[src/rtl/pcm_gain_pkg.sv]
package pcm_gain_pkg;

  typedef enum logic [1:0] {
    MS_OPEN = 2'd0,
    MS_FALL = 2'd1,
    MS_SHUT = 2'd2,
    MS_RISE = 2'd3
  } mute_state_t;

  // Scale one sample: s * c * lv / (fc * fl), truncated toward zero.
  function automatic logic signed [47:0] scale_value(
    input logic signed [47:0] s,
    input logic signed [47:0] c,
    input logic signed [47:0] lv,
    input logic signed [47:0] fc,
    input logic signed [47:0] fl
  );
    logic signed [47:0] num;
    logic signed [47:0] den;
    num = s * c * lv;
    den = fc * fl;
    return num / den;
  endfunction

  // Next level for a ramp step in the given direction.
  function automatic logic [15:0] step_level(input logic [15:0] lv, input logic up);
    return up ? (lv + 16'd1) : (lv - 16'd1);
  endfunction

endpackage

[src/rtl/gain_channel.sv]
module gain_channel #(
  parameter int SAMPLE_W = 16,
  parameter int CODE_W   = 12,
  parameter int LVL_W    = 7,
  parameter int FULL_LVL = 64
) (
  input  logic                       clk,
  input  logic                       rst_n,
  input  logic                       strobe,
  input  logic signed [SAMPLE_W-1:0] sample,
  input  logic        [CODE_W-1:0]   code,
  input  logic        [LVL_W-1:0]    level,
  output logic signed [SAMPLE_W-1:0] scaled
);
  import pcm_gain_pkg::*;

  localparam int FULL_CODE = (1 << CODE_W) - 1;

  logic signed [47:0] product;

  always_comb begin
    product = scale_value(48'(sample),
                          $signed(48'(code)),
                          $signed(48'(level)),
                          48'(FULL_CODE),
                          48'(FULL_LVL));
  end

  always_ff @(posedge clk) begin
    if (!rst_n) begin
      scaled <= '0;
    end else if (strobe) begin
      scaled <= SAMPLE_W'(product);
    end
  end

endmodule

[src/rtl/mute_ramp.sv]
module mute_ramp #(
  parameter int STEPS        = 64,
  parameter int STEP_SAMPLES = 16,
  parameter int LVL_W        = $clog2(STEPS + 1)
) (
  input  logic             clk,
  input  logic             rst_n,
  input  logic             strobe,
  input  logic             mute_req,
  output logic [LVL_W-1:0] level,
  output logic             ramp_down,
  output logic             ramp_up,
  output logic             step_tick
);
  import pcm_gain_pkg::*;

  localparam int SUB_W = (STEP_SAMPLES > 1) ? $clog2(STEP_SAMPLES) : 1;
  localparam logic [SUB_W-1:0] SUB_LAST = SUB_W'(STEP_SAMPLES - 1);
  localparam logic [LVL_W-1:0] LVL_FULL = LVL_W'(STEPS);
  localparam logic [LVL_W-1:0] LVL_ONE  = LVL_W'(1);

  mute_state_t      state;
  logic [SUB_W-1:0] sub_cnt;
  logic [LVL_W-1:0] next_level;

  assign ramp_down  = (state == MS_FALL);
  assign ramp_up    = (state == MS_RISE);
  assign step_tick  = strobe && (ramp_down || ramp_up) && (sub_cnt == SUB_LAST);
  assign next_level = LVL_W'(step_level(16'(level), ramp_up));

  always_ff @(posedge clk) begin
    if (!rst_n) begin
      state   <= MS_OPEN;
      level   <= LVL_FULL;
      sub_cnt <= '0;
    end else begin
      unique case (state)
        MS_OPEN: begin
          sub_cnt <= '0;
          if (mute_req) state <= MS_FALL;
        end
        MS_SHUT: begin
          sub_cnt <= '0;
          if (!mute_req) state <= MS_RISE;
        end
        MS_FALL: begin
          if (strobe) begin
            if (sub_cnt == SUB_LAST) begin
              sub_cnt <= '0;
              level   <= next_level;
              if (level == LVL_ONE) state <= MS_SHUT;
            end else begin
              sub_cnt <= sub_cnt + 1'b1;
            end
          end
        end
        MS_RISE: begin
          if (strobe) begin
            if (sub_cnt == SUB_LAST) begin
              sub_cnt <= '0;
              level   <= next_level;
              if (level == LVL_FULL - LVL_ONE) state <= MS_OPEN;
            end else begin
              sub_cnt <= sub_cnt + 1'b1;
            end
          end
        end
        default: state <= MS_OPEN;
      endcase
    end
  end

endmodule

[src/rtl/zero_watch.sv]
module zero_watch #(
  parameter int SAMPLE_W = 16,
  parameter int LIMIT    = 15435
) (
  input  logic                       clk,
  input  logic                       rst_n,
  input  logic                       strobe,
  input  logic signed [SAMPLE_W-1:0] left,
  input  logic signed [SAMPLE_W-1:0] right,
  output logic                       flag,
  output logic                       any_nonzero
);
  localparam int CNT_W = $clog2(LIMIT + 1);
  localparam logic [CNT_W-1:0] CNT_MAX = CNT_W'(LIMIT);

  logic [CNT_W-1:0] run_cnt;
  logic [CNT_W-1:0] run_next;

  assign any_nonzero = (left != '0) || (right != '0);

  always_comb begin
    if (any_nonzero)           run_next = '0;
    else if (run_cnt == CNT_MAX) run_next = run_cnt;
    else                       run_next = run_cnt + 1'b1;
  end

  always_ff @(posedge clk) begin
    if (!rst_n) begin
      run_cnt <= '0;
      flag    <= 1'b0;
    end else if (strobe) begin
      run_cnt <= run_next;
      flag    <= (run_next == CNT_MAX);
    end
  end

endmodule

[src/rtl/pcm_gain_mute.sv]
module pcm_gain_mute #(
  parameter int SAMPLE_W     = 16,
  parameter int CODE_W       = 12,
  parameter int MUTE_STEPS   = 64,
  parameter int STEP_SAMPLES = 16,
  parameter int ZERO_LIMIT   = 15435
) (
  input  logic                       clk,
  input  logic                       rst_n,
  input  logic                       sample_valid,
  input  logic signed [SAMPLE_W-1:0] in_left,
  input  logic signed [SAMPLE_W-1:0] in_right,
  input  logic        [CODE_W-1:0]   atten_code,
  input  logic                       mute_req,
  output logic signed [SAMPLE_W-1:0] out_left,
  output logic signed [SAMPLE_W-1:0] out_right,
  output logic                       zero_flag
);
  localparam int LVL_W  = $clog2(MUTE_STEPS + 1);
  localparam int N_CHAN = 2;

  logic [LVL_W-1:0] mute_level;
  logic             ramp_down;
  logic             ramp_up;
  logic             step_tick;
  logic             any_nonzero;

  logic signed [SAMPLE_W-1:0] ch_in  [N_CHAN];
  logic signed [SAMPLE_W-1:0] ch_out [N_CHAN];

  assign ch_in[0]  = in_left;
  assign ch_in[1]  = in_right;
  assign out_left  = ch_out[0];
  assign out_right = ch_out[1];

  mute_ramp #(
    .STEPS       (MUTE_STEPS),
    .STEP_SAMPLES(STEP_SAMPLES),
    .LVL_W       (LVL_W)
  ) u_ramp (
    .clk      (clk),
    .rst_n    (rst_n),
    .strobe   (sample_valid),
    .mute_req (mute_req),
    .level    (mute_level),
    .ramp_down(ramp_down),
    .ramp_up  (ramp_up),
    .step_tick(step_tick)
  );

  for (genvar ch = 0; ch < N_CHAN; ch++) begin : g_chan
    gain_channel #(
      .SAMPLE_W(SAMPLE_W),
      .CODE_W  (CODE_W),
      .LVL_W   (LVL_W),
      .FULL_LVL(MUTE_STEPS)
    ) u_gain (
      .clk   (clk),
      .rst_n (rst_n),
      .strobe(sample_valid),
      .sample(ch_in[ch]),
      .code  (atten_code),
      .level (mute_level),
      .scaled(ch_out[ch])
    );
  end

  zero_watch #(
    .SAMPLE_W(SAMPLE_W),
    .LIMIT   (ZERO_LIMIT)
  ) u_zero (
    .clk        (clk),
    .rst_n      (rst_n),
    .strobe     (sample_valid),
    .left       (in_left),
    .right      (in_right),
    .flag       (zero_flag),
    .any_nonzero(any_nonzero)
  );

endmodule

[config.mk]
export PLATFORM = sky130hd
export DESIGN_NAME = pcm_gain_mute
export DESIGN_NICKNAME = d
export VERILOG_FILES = /design/src/rtl/pcm_gain_pkg.sv /design/src/rtl/gain_channel.sv /design/src/rtl/mute_ramp.sv /design/src/rtl/zero_watch.sv /design/src/rtl/pcm_gain_mute.sv
export SDC_FILE = /design/constraint.sdc
export NUM_CORES = 2
export LEC_CHECK = 0
export ABC_AREA = 1
export CAP_MARGIN = 20
export CORE_MARGIN = 8
export CORE_UTILIZATION = 67
export DETAILED_ROUTE_END_ITERATION = 10
export GPL_TIMING_DRIVEN = 0
export PLACE_DENSITY = 0.93
export SLEW_MARGIN = 20
export SYNTH_ARGS = -nofsm -noshare
export SYNTH_HDL_FRONTEND = slang
export SYNTH_HIERARCHICAL = 1
export SYNTH_SLANG_ARGS = --single-unit
[constraint.sdc]
create_clock -name clk -period 39.2 [get_ports clk]
set_input_delay 7.84 -clock clk [delete_from_list [all_inputs] [get_ports clk]]
set_output_delay 7.84 -clock clk [all_outputs]
set_load 0.05 [all_outputs]
-- Yosys cells after proc, flatten, opt, wreduce, memory -nomap -nowiden
Index checks and enable logic that the tools add are counted.
- reductions and logical operators: 8
- add/subtract/negate cells: 4
- div/mod/pow operators: 2
- equality and inequality tests: 17
- muxes and demuxes: 15
- multipliers: 4
- operators by type and width (operator ; number):
    48-bit by 19-bit divider with 48-bit output, second input constant ; 2
    48-bit by 8-bit multiplier with 48-bit output ; 2
    16-bit by 13-bit multiplier with 29-bit output ; 2
    16-bit nonzero test ; 2
    14-bit == test, second input constant ; 2
    14-bit two-way mux ; 2
    2-bit two-way mux ; 8
    14-bit by 1-bit adder with 14-bit output, second input constant ; 1
    2-bit inequality test, second input constant ; 6
    4-bit two-way mux ; 2
    2-bit one-hot mux with 4 select lines ; 1
    4-bit one-hot mux with 2 select lines ; 1
    8-bit AND reduction ; 1
    7-bit by 1-bit adder with 7-bit output, second input constant ; 1
    7-bit by 1-bit == test with 1-bit output, second input constant ; 1
    7-bit by 6-bit == test with 1-bit output, second input constant ; 1
    7-bit two-way mux ; 1
    7-bit by 1-bit subtractor with 7-bit output, second input constant ; 1
    2-bit by 1-bit inequality test with 1-bit output, second input constant ; 3
    4-bit by 1-bit adder with 4-bit output, second input constant ; 1
    2-bit == test, second input constant ; 2
    4-bit == test, second input constant ; 1
    2-bit OR reduction ; 2
    3-bit AND reduction ; 1
    other kinds (3) ; 3
- register bits: 60
- logic and storage cells: 57
- output and inout bits: 33
- input bits: 48

-- Logic depth before layout (Yosys ltp)
- word-level depth: 5
- mapped depth: 208
- gate-level depth less buffers: 200

-- Cells and area by module
The synthesis kept the hierarchy.
- modules (own cells, without submodules) (module ; seq. area each (um2) ; area each (um2) ; instances ; cells an instance):
    gain_channel (g_chan[0].u_gain) ; 320.3 ; 25662.1 ; 1 ; 4109
    gain_channel (g_chan[1].u_gain) ; 320.3 ; 25185.4 ; 1 ; 4250
    zero_watch ; 300.3 ; 1146.1 ; 1 ; 190
    mute_ramp ; 260.2 ; 968.4 ; 1 ; 141

-- Worst setup path after synthesis
Ideal clock, no wire load.
- path kind: in2reg
- start point: input atten_code[3]
- end point: register g_chan[0].u_gain.scaled[14]
- cell stages on the path: 192
- data required time: 39.083 ns
- setup time: 0.117 ns
- data arrival time: 30.314 ns
- buffers on the path: 18
- slack: 8.769 ns
- cells stage by stage: clkbuf_1 > clkbuf_1 > nand2_1 > inv_1 > fa_1 > inv_1 > fa_1 > inv_1 > fa_1 > ha_1 > inv_1 > fa_1 > inv_1 > ha_1 > nand2_1 > o21ai_0 > nand2_1 > nand2_1 > [... 156 more ...] > nand2_4 > buf_6 > o21ai_1 > o21ai_1 > nor2_1 > nand3_1 > nand2_1 > inv_2 > ha_1 > inv_1 > nor4_1 > nand2_1 > inv_1 > a31oi_1 > a21oi_1 > nor2_1 > o221ai_1 > inv_1
- word-level cells in the longest chain between the ends: 3
- RTL lines (what ; RTL line ; RTL):
    from (decl) ; pcm_gain_mute.sv:13 ; input logic [CODE_W-1:0] atten_code,
    16-bit by 13-bit multiplier with 29-bit output ; pcm_gain_pkg.sv:20 ; num = s * c * lv;
    48-bit by 8-bit multiplier with 48-bit output ; pcm_gain_pkg.sv:20 ;
    48-bit by 19-bit divider with 48-bit output ; pcm_gain_pkg.sv:22 ; return num / den;
    to (signal assigned) ; gain_channel.sv:33 ; scaled <= SAMPLE_W'(product);
    to (decl) ; gain_channel.sv:13 ; output logic signed [SAMPLE_W-1:0] scaled
No other way between the ends.
A chain may end at the register's enable or synchronous reset.

-- Worst setup path in the final report
- start point: input in_left[6]
- end point: register g_chan[0].u_gain.scaled[14]
- word-level cells in the longest chain between the ends: 3
- RTL lines (what ; RTL line ; RTL):
    from (decl) ; pcm_gain_mute.sv:11 ; input logic signed [SAMPLE_W-1:0] in_left,
    16-bit by 13-bit multiplier with 29-bit output ; pcm_gain_pkg.sv:20 ;
    48-bit by 8-bit multiplier with 48-bit output ; pcm_gain_pkg.sv:20 ;
    48-bit by 19-bit divider with 48-bit output ; pcm_gain_pkg.sv:22 ;
No other way between the ends.

==> run metrics <==
status finished with violations; failing checks design-rule violations; Crit. End Element register; setup TNS 0 ps; Critical Path Source Type primary input; Hold Path Sink g_chan[1].u_gain/scaled[1]; max-cap viol count 0; CTS Buf Count 9; final-layout fill cell count ~6.7k; hold buffer count at CTS 0; Worst path slowest cell xnor2_1; initial DRC count 4446; Final Critical Period 35620 ps; commonest non-fill, non-tap cell in the layout nand2_1; first-pass GRT wire length about 250 mm; reg2reg start u_ramp/level[4]; RSZ-0062 raised after global routing no; vias 54.05k; FP Rows just over 100; Slew Limit Fails 0; CP Class primary input to register; HP Class register to register; Gate Count Post-Synth 8689; DR vias/cell 5.502; clock sink count 60; GRT Total Usage 32.15%; Critical Path AT 35870 ps; DRC Markers 1; H-tree levels 3; Root Buffer clkbuf_16; Post-DRT Antenna Nets 0; Starting Density 67.37%; CP top delay family simple AND/OR/NAND/NOR gates; vias in the first global route between 50k and 60k; setup slack, reg-to-reg roughly 17000 ps; io pins 81; 1st-pass router iterations 11; Cells on Worst Hold Path 2; yosys warns 6; maximum fanout along the worst path 10; clock-pin transition on the worst setup and hold timing paths 60 ps; antenna diode count 0; drt total wl between 100 and 150 mm; CTS tree done; Area Overhead vs Synth 4.333%; Worst-Margin Slew ~1100 ps; drt wl/cell around 15 microns; total grt overflow 0; min-delay src g_chan[1].u_gain/scaled[1]; clk buf depth 2; initial antenna violation count 0; worst setup margin around 3600 ps; GPL Wtd Cong 0.9632; Worst Path Buf+Inv 31; port buffer count 68; WHS 493.8 ps; R2R Path End g_chan[1].u_gain/scaled[14]; largest net degree at the start of global routing 17; Post-DP HPWL 122.0 mm; most used cell, CP nand2_1; die width 297.1 microns; max incr delay on CP 770 ps; die area 88300 sq um; Clock Skews roughly 9.5 ps; reg2reg path depth 145; Tcrit/Tclk final 90.88%; Synth Cell Area 52960 sq um; syn_nets ~9.7k; NumNets Final between 9k and 10k; Setup Fix Bufs, Post-CTS 0; Post-CTS Resized 0; most frequent cells in the layout nand2_1 (2529), inv_1 (1901), nor2_1 (897), fa_1 (658), nand3_1 (636); Max Fclk about 28 MHz; core area about 80000 sq um; setup slack at placement between 3000 and 4000 ps; Worst EP required around 39000 ps; share of layout cells above drive strength 1 9.153%; Syn Area/Cell around 6.1 sq um; Worst-Skew Late Latency 360 ps; endpoints failing hold 0; Die H 297.1 microns; Setup violations, final 0; Worst slew margin 26.65%
## cell type report
| cell class | instances | area (sq um) | share of cell area, % |
|---|---|---|---|
| Clock inverter | 7 | 75.07 | 0.1359 |
| Sequential cell | 60 | 1201 | 2.174 |
| Timing Repair Buffer | 68 | 680.7 | 1.232 |
| Tap cell | 1050 | 1314 | 2.378 |
| Inverter | 2074 | 7825 | 14.16 |
| Buffer | 180 | 1124 | 2.034 |
| Clock buffer | 9 | 225.2 | 0.4076 |
| Multi-Input combinational cell | 6375 | 42810 | 77.48 |
## registers in the layout, indices dropped and copies added, names as in the netlist
signal                cells
u_ramp/state              2
u_ramp/sub_cnt            4
g_chan.u_gain/scaled     32
u_zero/flag               1
u_zero/run_cnt           14
u_ramp/level              7
## worst reg2reg max path, delay by kind of cell, from the launching register on
family | cells | cell delay, ps
buffers and inverters | 20 | 3090
xor gates and xnor gates | 2 | 800
AOI/OAI and AO/OA | 11 | 2120
adders and majority gates | 6 | 2610
DFF | 1 | 710
and+or+nand+nor | 106 | 12880
## routing by layer
| metal | track usage, % | up-vias | part of all wire [%] |
|---|---|---|---|
| li1 | - | 26056 | - |
| met1 | 38.24 | 25079 | 39 |
| met2 | 57.76 | 2367 | 49 |
| met3 | 4.699 | 549 | 7.9 |
| met4 | 13.21 | 0 | 4.4 |
| met5 | 0 | - | 0 |
## worst max path at each step
stage | startpoint | to | cells after the start
5_1_grt | in_left[6] | g_chan[0].u_gain/scaled[14] | 184
3_5_place_dp | in_left[6] | g_chan[0].u_gain/scaled[14] | 191
2_1_floorplan | atten_code[3] | g_chan[0].u_gain/scaled[14] | 192
3_3_place_gp | in_left[6] | g_chan[0].u_gain/scaled[14] | 176
6_report | in_left[6] | g_chan[0].u_gain/scaled[14] | 179
4_1_cts | in_left[6] | g_chan[0].u_gain/scaled[14] | 190
## per-stage QoR
step | cells | instance area (sq um) | utilization [%]
after floorplan | 8689 | 52960 | -
after global placement | 9807 | 54950 | 69.90
after detailed placement | 9807 | 54950 | 69.90
after CTS | 9823 | 55250 | 70.28
after global routing | 9823 | 55250 | 70.28
final | 9823 | 55250 | 70.28
Power is not shown: default switching activity piles up to over one toggle a cycle in this logic, so the estimate is an artifact.
